===== src/rtl/eirq_pkg.sv =====
package eirq_pkg;

  typedef enum logic [2:0] {
    TRIG_LOW  = 3'd0,
    TRIG_HIGH = 3'd1,
    TRIG_FALL = 3'd2,
    TRIG_RISE = 3'd3,
    TRIG_BOTH = 3'd4
  } trig_e;

  // Decide whether a pin's trigger condition holds this cycle.
  function automatic logic trig_hit(input logic [2:0] code, input logic cur, input logic prev);
    logic r;
    case (code)
      TRIG_LOW:  r = !cur;
      TRIG_HIGH: r = cur;
      TRIG_FALL: r = prev && !cur;
      TRIG_RISE: r = !prev && cur;
      TRIG_BOTH: r = prev ^ cur;
      default:   r = 1'b0;
    endcase
    return r;
  endfunction

endpackage


===== src/rtl/eirq_sync.sv =====
module eirq_sync #(
  parameter int W    = 32,
  parameter bit IDLE = 1'b1
) (
  input  logic         clk,
  input  logic         rst_n,
  input  logic [W-1:0] raw,
  output logic [W-1:0] cur,
  output logic [W-1:0] prev
);
  logic [W-1:0] stage1, stage2, stage3;

  always_ff @(posedge clk) begin
    if (!rst_n) begin
      stage1 <= {W{IDLE}};
      stage2 <= {W{IDLE}};
      stage3 <= {W{IDLE}};
    end else begin
      stage1 <= raw;
      stage2 <= stage1;
      stage3 <= stage2;
    end
  end

  assign cur  = stage2;
  assign prev = stage3;
endmodule


===== src/rtl/eirq_bank.sv =====
module eirq_bank
  import eirq_pkg::*;
#(
  parameter int PINS = 8,
  parameter int FW   = 4,
  parameter int DW   = 32
) (
  input  logic            clk,
  input  logic            rst_n,
  input  logic [PINS-1:0] cur,
  input  logic [PINS-1:0] prev,
  input  logic            we_cfg,
  input  logic            we_flt,
  input  logic            we_msk,
  input  logic            we_pnd,
  input  logic [DW-1:0]   wdata,
  output logic [DW-1:0]   cfg_q,
  output logic [DW-1:0]   flt_q,
  output logic [PINS-1:0] msk_q,
  output logic [PINS-1:0] pnd_q
);
  logic [PINS-1:0] hit;
  logic [PINS-1:0] clr;

  assign clr = we_pnd ? wdata[PINS-1:0] : '0;

  for (genvar i = 0; i < PINS; i++) begin : g_pin
    assign hit[i] = trig_hit(cfg_q[i*FW +: 3], cur[i], prev[i]);

    // a pending bit only rises because a trigger was seen
    p_rise_needs_hit_r5: assert property (@(posedge clk) disable iff (!rst_n)
      $rose(pnd_q[i]) |-> $past(hit[i]));
    // a pending bit only falls after a one was written to it
    p_fall_needs_clear_r6: assert property (@(posedge clk) disable iff (!rst_n)
      $fell(pnd_q[i]) |-> $past(clr[i]));
    // an active low level always leaves the bit set, even through a clear
    p_low_level_sets_r3: assert property (@(posedge clk) disable iff (!rst_n)
      (cfg_q[i*FW +: 3] == 3'd0 && !cur[i]) |=> pnd_q[i]);
    // unused codes never fire
    p_unused_code_r4: assert property (@(posedge clk) disable iff (!rst_n)
      (cfg_q[i*FW +: 3] > 3'd4) |-> !hit[i]);
  end

  always_ff @(posedge clk) begin
    if (!rst_n) begin
      cfg_q <= '0;
      flt_q <= '0;
      msk_q <= '1;
      pnd_q <= '0;
    end else begin
      if (we_cfg) cfg_q <= wdata;
      if (we_flt) flt_q <= wdata;
      if (we_msk) msk_q <= wdata[PINS-1:0];
      pnd_q <= hit | (pnd_q & ~clr);
    end
  end
endmodule


===== src/rtl/ext_irq_ctrl.sv =====
module ext_irq_ctrl #(
  parameter int NUM_BANKS   = 4,
  parameter int BANK_PINS   = 8,
  parameter int DIRECT_PINS = 16,
  parameter int FIELD_W     = 4,
  parameter int AW          = 12,
  parameter int DW          = 32,
  parameter logic [AW-1:0] CFG_BASE = 12'h000,
  parameter logic [AW-1:0] FLT_BASE = 12'h080,
  parameter logic [AW-1:0] MSK_BASE = 12'h100,
  parameter logic [AW-1:0] PND_BASE = 12'h140
) (
  input  logic                           clk,
  input  logic                           rst_n,
  input  logic [NUM_BANKS*BANK_PINS-1:0] ext_pins,
  input  logic                           bus_en,
  input  logic                           bus_we,
  input  logic [AW-1:0]                  bus_addr,
  input  logic [DW-1:0]                  bus_wdata,
  output logic                           bus_rvalid,
  output logic [DW-1:0]                  bus_rdata,
  output logic [DIRECT_PINS-1:0]         irq_direct,
  output logic                           irq_shared
);
  localparam int NPINS   = NUM_BANKS * BANK_PINS;
  localparam int BANK_W  = $clog2(NUM_BANKS);
  localparam int SLOT_SH = BANK_W + 2;

  function automatic logic in_region(input logic [AW-1:0] a, input logic [AW-1:0] base);
    return (a[AW-1:SLOT_SH] == base[AW-1:SLOT_SH]) && (a[1:0] == 2'b00);
  endfunction

  logic [NPINS-1:0] cur, prev;
  logic [NPINS-1:0] pend_flat, mask_flat, active;
  logic [BANK_W-1:0] bank_sel;
  logic sel_cfg, sel_flt, sel_msk, sel_pnd, wr_req, rd_req;
  logic [NUM_BANKS-1:0] we_cfg, we_flt, we_msk, we_pnd;
  logic [DW-1:0] cfg_all [NUM_BANKS];
  logic [DW-1:0] flt_all [NUM_BANKS];
  logic [BANK_PINS-1:0] msk_all [NUM_BANKS];
  logic [BANK_PINS-1:0] pnd_all [NUM_BANKS];
  logic [DW-1:0] rd_next;

  eirq_sync #(.W(NPINS), .IDLE(1'b1)) u_sync (
    .clk(clk), .rst_n(rst_n), .raw(ext_pins), .cur(cur), .prev(prev));

  assign bank_sel = bus_addr[SLOT_SH-1:2];
  assign sel_cfg  = in_region(bus_addr, CFG_BASE);
  assign sel_flt  = in_region(bus_addr, FLT_BASE);
  assign sel_msk  = in_region(bus_addr, MSK_BASE);
  assign sel_pnd  = in_region(bus_addr, PND_BASE);
  assign wr_req   = bus_en && bus_we;
  assign rd_req   = bus_en && !bus_we;

  for (genvar b = 0; b < NUM_BANKS; b++) begin : g_bank
    logic here;
    assign here      = wr_req && (bank_sel == BANK_W'(b));
    assign we_cfg[b] = here && sel_cfg;
    assign we_flt[b] = here && sel_flt;
    assign we_msk[b] = here && sel_msk;
    assign we_pnd[b] = here && sel_pnd;

    eirq_bank #(.PINS(BANK_PINS), .FW(FIELD_W), .DW(DW)) u_bank (
      .clk(clk), .rst_n(rst_n),
      .cur(cur[b*BANK_PINS +: BANK_PINS]),
      .prev(prev[b*BANK_PINS +: BANK_PINS]),
      .we_cfg(we_cfg[b]), .we_flt(we_flt[b]), .we_msk(we_msk[b]), .we_pnd(we_pnd[b]),
      .wdata(bus_wdata),
      .cfg_q(cfg_all[b]), .flt_q(flt_all[b]),
      .msk_q(msk_all[b]), .pnd_q(pnd_all[b]));

    assign pend_flat[b*BANK_PINS +: BANK_PINS] = pnd_all[b];
    assign mask_flat[b*BANK_PINS +: BANK_PINS] = msk_all[b];
  end

  always_comb begin
    rd_next = '0;
    if (sel_cfg)      rd_next = cfg_all[bank_sel];
    else if (sel_flt) rd_next = flt_all[bank_sel];
    else if (sel_msk) rd_next[BANK_PINS-1:0] = msk_all[bank_sel];
    else if (sel_pnd) rd_next[BANK_PINS-1:0] = pnd_all[bank_sel];
  end

  always_ff @(posedge clk) begin
    if (!rst_n) begin
      bus_rvalid <= 1'b0;
      bus_rdata  <= '0;
    end else begin
      bus_rvalid <= rd_req;
      if (rd_req) bus_rdata <= rd_next;
    end
  end

  assign active     = pend_flat & ~mask_flat;
  assign irq_direct = active[DIRECT_PINS-1:0];
  assign irq_shared = |active[NPINS-1:DIRECT_PINS];

  // read data is flagged only after a read request
  p_rvalid_after_read_r11: assert property (@(posedge clk) disable iff (!rst_n)
    bus_rvalid |-> $past(bus_en && !bus_we));
  // the shared line needs a pending source among the upper pins
  p_shared_has_source_r9: assert property (@(posedge clk) disable iff (!rst_n)
    irq_shared |-> (|pend_flat[NPINS-1:DIRECT_PINS]));

  for (genvar i = 0; i < DIRECT_PINS; i++) begin : g_direct
    localparam int BK = i / BANK_PINS;
    localparam int PB = i % BANK_PINS;
    // setting a mask bit silences that line from the next cycle
    p_mask_blocks_r7: assert property (@(posedge clk) disable iff (!rst_n)
      (we_msk[BK] && bus_wdata[PB]) |=> !irq_direct[i]);
    // a dedicated line only rises when its pin is pending
    p_direct_needs_pend_r8: assert property (@(posedge clk) disable iff (!rst_n)
      $rose(irq_direct[i]) |-> pend_flat[i]);
  end
endmodule


===== config.mk =====
export PLATFORM = sky130hd
export DESIGN_NAME = ext_irq_ctrl
export DESIGN_NICKNAME = d
export VERILOG_FILES = /design/src/rtl/eirq_pkg.sv /design/src/rtl/eirq_sync.sv /design/src/rtl/eirq_bank.sv /design/src/rtl/ext_irq_ctrl.sv
export SDC_FILE = /design/constraint.sdc
export NUM_CORES = 1
export LEC_CHECK = 0
export BUFFER_PORTS_ARGS = -buffer_cell sky130_fd_sc_hd__clkbuf_2
export CAP_MARGIN = 20
export CORE_AREA = 5 5 191 193
export DETAILED_ROUTE_END_ITERATION = 6
export DIE_AREA = 0 0 196 198
export PLACE_DENSITY = 0.79
export SYNTH_ARGS = -nofsm -noshare
export SYNTH_HDL_FRONTEND = slang
export SYNTH_SLANG_ARGS = --single-unit

===== constraint.sdc =====
create_clock -name clk -period 2.9 [get_ports clk]
set_clock_uncertainty 0.05 [all_clocks]
set_input_delay 0.58 -clock clk [delete_from_list [all_inputs] [get_ports clk]]
set_output_delay 0.58 -clock clk [all_outputs]
set_load 0.03 [all_outputs]

==> out/results.ini, run 1 <==
[outcome]
status = finished clean

[cts]
cts_tree = built
buffers_inserted_by_post_cts_timing_repair = 0
tritoncts.num_buffers = 47
clk_latency_ns = 0.59
cts_root_buf = clkbuf_16
clk_path_buf_depth = 3
holdBufCountCts = 0
clock_slew_at_reported_path_ffs_ns = 0.06
h-tree-depth = 2
cts_repair_resize_count = 0
clock_sinks = 449

[synth]
async_s_r_ff_share_synth_pct = 0
dominant_register_cell_in_the_synthesized_netlist = dfxtp_1
sequential_share_of_the_synthesized_area_pct = 43.3
synthesis.nets = 2420
yosys.cell_types.count = 44
ys_ff_latch = 449
synth_warnings = 0
synth.avg_cell_area_um2 = 9.13
syn_inst = 2276
post_synth_instance_area_um2 = 20800
synth_enable_flop_cells = 0

[detailed_routing]
average_wire_per_cell_in_the_routed_design_um = 20.8
drt-pass1-iter-count = 7
vias = 17200
post_drt_via_cell_ratio = 6.09
detailedRoute.firstIterationViolations = 1787
detail_route.drc_violations = 0
route.antenna.remaining_nets = 0
wl_um = 58700

[timing]
fin_hold_ws_ns = 0.124
hold_violations = 0
slew-limit-headroom_pct = 42.1
final-setup-viol-count = 0
final-max-slew-violation-count = 0
final.period_utilization_pct = 88.1
grt_setup_unrepaired = no
worst_slew_pin_slew_ns = 0.868
fmax_ghz = 0.391
fin_ws_ns = 0.345
final_period_minus_worst_setup_slack_ns = 2.55

[global_routing]
grt_antenna_before_repair = 0
maximum_number_of_pins_on_one_net_before_global_route_repair = 135
grt_pass1_wl_um = 93100
track_usage_pct = 29.9
gr-total-overflow = 0
via_count_of_the_first_global_routing_pass = 16900

[floorplan]
die_area_um2 = 38800
rows = 68
die-width_um = 196
start_util_pct = 60.4
core_area_um2 = 34400
die_h_um = 198
top_level_ports = 130

[placement]
detailedPlace.worstSlack_ns = -0.131
gp_routability_congestion = 0.922
detailedPlacementHpwl_um = 39100
buffer_ports.inserted = 129

[min_path]
worstHoldStart = ext_pins[30]
hold_end = u_sync.stage1[30]$_SDFF_PN1_
whs_path_depth = 2
hold_path_class = in -> reg

[finish]
nets = 2478
postLayoutCoreUtil_pct = 67.9
flow.area_growth_from_synthesis_pct = 12.3
layout-drive-gt1-share_pct = 15.7
n_antenna_cell = 0

[power_and_ir_drop]
power.density_nw_per_um2 = 548
total_switching_power_mw = 2.91
p_leak_nw = 8.85
netSwitchingFraction_pct = 22.8
p_clk_share_pct = 45.4
seqPwrFrac_pct = 49.3
power_report.internal_total_mw = 9.88
power.ir.vdd_worst_v = 0.000426
comb_power_share_pct = 5.3

[worst_setup_path]
regToRegSetupSlack_ns = 1.18
worst_reg2reg_path_depth = 5
crit_required_ns = 3.32
rr_endpoint = bus_rdata[7]$_SDFFE_PN0P_
critPathLaunchType = input pin
worst-path-max-fanout = 32
critPathKind = in -> reg
worst_setup_path_end_kind = flop
r2r-start = g_bank[3].u_bank.flt_q[7]$_SDFFE_PN0P_
crit_arrival_ns = 2.98

[run]
max-cap-violations = 0

-- cells in the mapped netlist (2+ instances only) --
| master | number | area (um2) |
|---|---|---|
| a211oi_1 | 53 | 398 |
| a21boi_0 | 187 | 1400 |
| a21boi_1 | 93 | 698 |
| a21oi_1 | 29 | 145 |
| a221oi_1 | 4 | 35.0 |
| a22o_1 | 24 | 210 |
| a22oi_1 | 32 | 240 |
| and2_1 | 3 | 18.8 |
| and3_1 | 2 | 12.5 |
| buf_1 | 8 | 30.0 |
| buf_2 | 42 | 210 |
| buf_4 | 22 | 165 |
| buf_6 | 4 | 45.0 |
| clkbuf_1 | 105 | 394 |
| dfxtp_1 | 449 | 8990 |
| ha_1 | 64 | 801 |
| inv_1 | 80 | 300 |
| mux2_2 | 25 | 282 |
| mux2i_1 | 34 | 340 |
| mux4_2 | 72 | 1620 |
| nand2_1 | 602 | 2260 |
| nand2b_1 | 68 | 425 |
| nand3_1 | 67 | 335 |
| nand4_1 | 2 | 12.5 |
| nor2_1 | 42 | 158 |
| nor2b_1 | 43 | 269 |
| nor3_1 | 7 | 35.0 |
| nor3_2 | 7 | 70.1 |
| nor4b_1 | 32 | 280 |
| o21ai_0 | 8 | 40.0 |
| o22ai_1 | 4 | 25.0 |
| o2bb2ai_1 | 7 | 61.3 |
| o31a_1 | 32 | 280 |
| or2_2 | 2 | 12.5 |
| or3_1 | 11 | 68.8 |
| or4_4 | 2 | 22.5 |
-- layout make-up --
type | count | area, um2
clock inverter | 9 | 118
inverter | 80 | 300
tap | 455 | 569
multi-input combinational | 1566 | 10700
clock buffer | 72 | 1340
sequential | 449 | 8990
timing repair buffer | 190 | 1320
fill | 2686 | 11000
-- sequential cells by signal (all words and copies together), names as in the netlist --
name,count
g_bank.u_bank.cfg_q,128
g_bank.u_bank.flt_q,128
bus_rdata,32
g_bank.u_bank.msk_q,32
g_bank.u_bank.pnd_q,32
u_sync.cur,32
u_sync.prev,32
u_sync.stage1,32
bus_rvalid,1
-- stage by stage --
step	TNS (ns)	instance area (um2)	cells	power, mW
finish	0	23300	2821	12.8
global route	0	23300	2821	13.2
CTS	0	23300	2821	12.8
detailed placement	-3.00	21900	2740	7.11
global placement	-1.21	21900	2740	7.08
floorplan	0	20800	2276	6.88
-- metal layers --
| metal | vias up | global-route usage (%) | routed length (um) |
|---|---|---|---|
| met4 | 0 | 12.4 | 2470 |
| met2 | 803 | 49.1 | 27700 |
| li1 | 7905 | - | - |
| met5 | - | 0 | 0 |
| met3 | 170 | 5.12 | 5010 |
| met1 | 8290 | 39.5 | 23600 |
-- logic make-up (layout without fill, tap and decap cells) --
group | count (synthesis) | in the layout | share of synthesized area, %
AOI/OAI and AO/OA | 474 | 474 | 17.1
adders and majority gates | 64 | 64 | 3.85
buffers and inverters | 261 | 351 | 5.51
DFF | 449 | 449 | 43.3
muxes | 131 | 131 | 10.8
and+or+nand+nor | 897 | 897 | 19.5
-- worst max path at each step --
stage	from	slack (ns)	cells after the start	end
after floorplan	bus_addr[5]	0.31	8	g_bank[0].u_bank.cfg_q[13]$_SDFFE_PN0P_
after global placement	bus_addr[5]	-0.05	8	g_bank[0].u_bank.flt_q[13]$_SDFFE_PN0P_
after detailed placement	bus_addr[5]	-0.13	8	g_bank[0].u_bank.flt_q[17]$_SDFFE_PN0P_
after CTS	g_bank[2].u_bank.pnd_q[5]$_SDFF_PN0_	0.39	5	irq_shared
after global routing	bus_addr[5]	0.34	8	g_bank[0].u_bank.flt_q[27]$_SDFFE_PN0P_
final	bus_addr[5]	0.35	8	g_bank[0].u_bank.flt_q[17]$_SDFFE_PN0P_
-- worst max-delay path, stage by stage --
cell and delay (ns):
clkbuf_2 0.09, or4_4 0.57, buf_4 0.21, nor2_2 0.69
and2_1 0.28, buf_12 0.25, nand2_1 0.08, a21boi_0 0.20
-- power by group through the flow --
stage / Sequential, mW / Clock (mW) / Combinational (mW)
3_5_place_dp: 6.44 / 0 / 0.661
6_report: 6.31 / 5.81 / 0.672
5_1_grt: 6.31 / 6.13 / 0.726
2_1_floorplan: 6.41 / 0 / 0.466
4_1_cts: 6.31 / 5.87 / 0.665
3_3_place_gp: 6.44 / 0 / 0.643
-- cell usage in the layout (no fill, tap or decap), drive strengths merged, types with 2 or more instances in the layout --
master   count
nand2b      68
a21boi     280
nand2      602
nor4b       32
or2          2
dfxtp      449
o21ai        8
a22o        24
nand4        2
bufinv       2
nor2b       43
mux4        72
nor2        42
o31a        32
clkinv       4
and2         3
a21oi       29
or4          3
nor3        14
o22ai        4
or3         11
nor4         3
a211oi      53
o2bb2ai      7
a22oi       32
nand3       67
and3         2
ha          64
mux2        25
inv         83
buf         64
clkbuf     198
mux2i       34
a221oi       4
Power figures use the tool's default switching activity.
==> inputs of run 2 (changes only) <==
==> constraint.sdc (replaced) <==
create_clock -name clk -period 2.4 [get_ports clk]
set_clock_uncertainty 0.05 [all_clocks]
set_input_delay 0.48 -clock clk [delete_from_list [all_inputs] [get_ports clk]]
set_output_delay 0.48 -clock clk [all_outputs]
set_load 0.03 [all_outputs]
==> out/results.ini, run 2 (same netlist as run 1, synthesis figures left out) <==
[outcome]
status = finished clean

[timing]
final_period_minus_worst_setup_slack_ns = 2.36
final.period_utilization_pct = 98.5
fmax_ghz = 0.423
final-max-slew-violation-count = 0  ; unchanged
grt_setup_unrepaired = no
slew-limit-headroom_pct = 27.5  ; -15 points
timing.setup.tns_ns = 0  ; unchanged
worst_slew_pin_slew_ns = 1.08  ; +0.216 ns
hold_violations = 0  ; unchanged
final-setup-viol-count = 0  ; unchanged

[worst_setup_path]
crit_path_top_delay_cell = dfxtp_1
crit_chain = inv_1 > o22ai_1 > a221oi_2 > nand4_1 > buf_2
crit_required_ns = 1.87  ; -1.45 ns
crit_arrival_ns = 1.83  ; -1.15 ns
worst-path-max-fanout = 2  ; -94%
critical_path.max_stage_delay_ns = 0.31  ; -0.38 ns
critPathKind = reg -> out
critPathLaunchType = flop
worst_setup_path_end_kind = output pin

[placement]
placed_cells = 2782  ; +1.5%
gp_routability_congestion = 0.941  ; +2.0%
detailedPlacementHpwl_um = 40900  ; +4.5%
buffer_ports.inserted = 129  ; unchanged

[cts]
cts_tree = built
clock_sinks = 449  ; unchanged
h-tree-depth = 2  ; unchanged
tritoncts.num_buffers = 47  ; unchanged
clk_path_buf_depth = 3  ; unchanged
clk_latency_ns = 0.57  ; -0.02 ns
cts_root_buf = clkbuf_16
clock_slew_at_reported_path_ffs_ns = 0.06  ; about the same

[detailed_routing]
detailedRoute.firstIterationViolations = 1575  ; -12%
wl_um = 60100  ; +2.4%
vias = 17400  ; +1.3%
post_drt_via_cell_ratio = 6.06  ; -0.34%
route.antenna.remaining_nets = 0  ; unchanged
drt-pass1-iter-count = 5  ; -2
detail_route.drc_violations = 0  ; unchanged
average_wire_per_cell_in_the_routed_design_um = 21.0  ; +0.71%

[finish]
flow.area_growth_from_synthesis_pct = 15.2
reg_top3 = g_bank.u_bank.cfg_q x128, g_bank.u_bank.flt_q x128
nets = 2520  ; +1.7%
layout_commonest_cell = nand2_1
stdcell_count = 2867  ; +1.6%
most-common-layout-cells = nand2_1, dfxtp_1, a21boi_0
layout-drive-gt1-share_pct = 17.9  ; +2.2 points
n_antenna_cell = 0  ; unchanged

[min_path]
hold_path_class = in -> reg

[floorplan]
core_area_um2 = 34400  ; unchanged
top_level_ports = 130  ; unchanged
die_area_um2 = 38800  ; unchanged
die_h_um = 198  ; unchanged
rows = 68  ; unchanged
die-width_um = 196  ; unchanged
start_util_pct = 60.4  ; unchanged

[global_routing]
maximum_number_of_pins_on_one_net_before_global_route_repair = 145  ; +7.4%
via_count_of_the_first_global_routing_pass = 17600  ; +3.7%
track_usage_pct = 30.6  ; +0.64 points
grt_pass1_wl_um = 95200  ; +2.3%
gr-total-overflow = 0  ; unchanged
grt_antenna_before_repair = 0  ; unchanged

[power_and_ir_drop]
power.ir.vdd_worst_v = 0.000677  ; +59%
p_leak_nw = 9.19  ; +3.9%
power.density_nw_per_um2 = 670  ; +22%

[run]
max-cap-violations = 0  ; unchanged

run 2: cell count changes in the layout (fill, tap and decap cells not counted), moves of 2 or more:
cell	change
a221oi_1	-2
a221oi_2	+2
buf_12	+8
buf_4	+34
bufinv_16	+2
clkbuf_1	-13
clkbuf_8	+8
clkinv_2	+6
run 2: worst max-delay path: cells and delay by family, from the launching register on:
| kind | cells | cell delay, ns |
|---|---|---|
| AO/OA/AOI/OAI | 2 | 0.45 |
| flip-flops | 1 | 0.31 |
| buffers and inverters | 2 | 0.31 |
| AND/OR/NAND/NOR | 1 | 0.18 |
run 2: cell type report:
cell class,count,area [um2]
clock inverter,17,203
timing repair buffer,232,1730
fill,2598,10400
sequential,449,8990
multi-input combinational,1566,10700
clock buffer,68,1430
tap,455,569
inverter,80,300
run 2: timing repair:
action	CTS	global route
cloned	0	0
buffers inserted	0	0
pin swaps	0	1
hold buffers	0	0
setup endpoints to repair	1	1
gates resized for setup	1	2
run 2: final timing paths:
| path | cells past startpoint | slack [ns] | start | endpoint |
|---|---|---|---|---|
| worst max-delay path | 5 | 0.04 | g_bank[2].u_bank.pnd_q[6]$_SDFF_PN0_ | irq_shared |
| worst min-delay path | 2 | 0.04 | ext_pins[23] | u_sync.stage1[23]$_SDFF_PN1_ |
| worst max register to register | 6 | 0.78 | u_sync.cur[7]$_SDFF_PN1_ | g_bank[0].u_bank.pnd_q[7]$_SDFF_PN0_ |
| worst min register to register | 1 | 0.35 | u_sync.stage1[25]$_SDFF_PN1_ | u_sync.cur[25]$_SDFF_PN1_ |
run 2: per-layer routing:
layer  wire, um  GRT usage, %  up-vias
li1           -             -     7996
met1      23600          38.7     8409
met2      28400          50.8      785
met3       5350          6.30      198
met4       2770          13.8        0
met5          0             0        -
run 2: where the power goes:
group	internal, mW	total, mW	switching [mW]	leakage [nW]
registers	7.55	7.61	0.0661	3.64
clock network	4.55	7.57	3.02	0.812
logic	0.360	0.857	0.497	4.74
run 2: stage by stage:
step | worst slack, ns | hold WS [ns] | utilization (%) | area, um2 | total power, mW
final | 0.0358 | 0.0387 | 69.6 | 23900 | 16.0
after global routing | 0.00000244 | 0.0345 | 69.6 | 23900 | 16.5
after CTS | 0.0143 | 0.0203 | 69.6 | 23900 | 16.1
after detailed placement | -0.355 | 0.342 | 64.8 | 22300 | 8.61
after global placement | -0.276 | 0.339 | 64.8 | 22300 | 8.59
after floorplan | -0.0514 | 0.336 | - | 20800 | 8.31
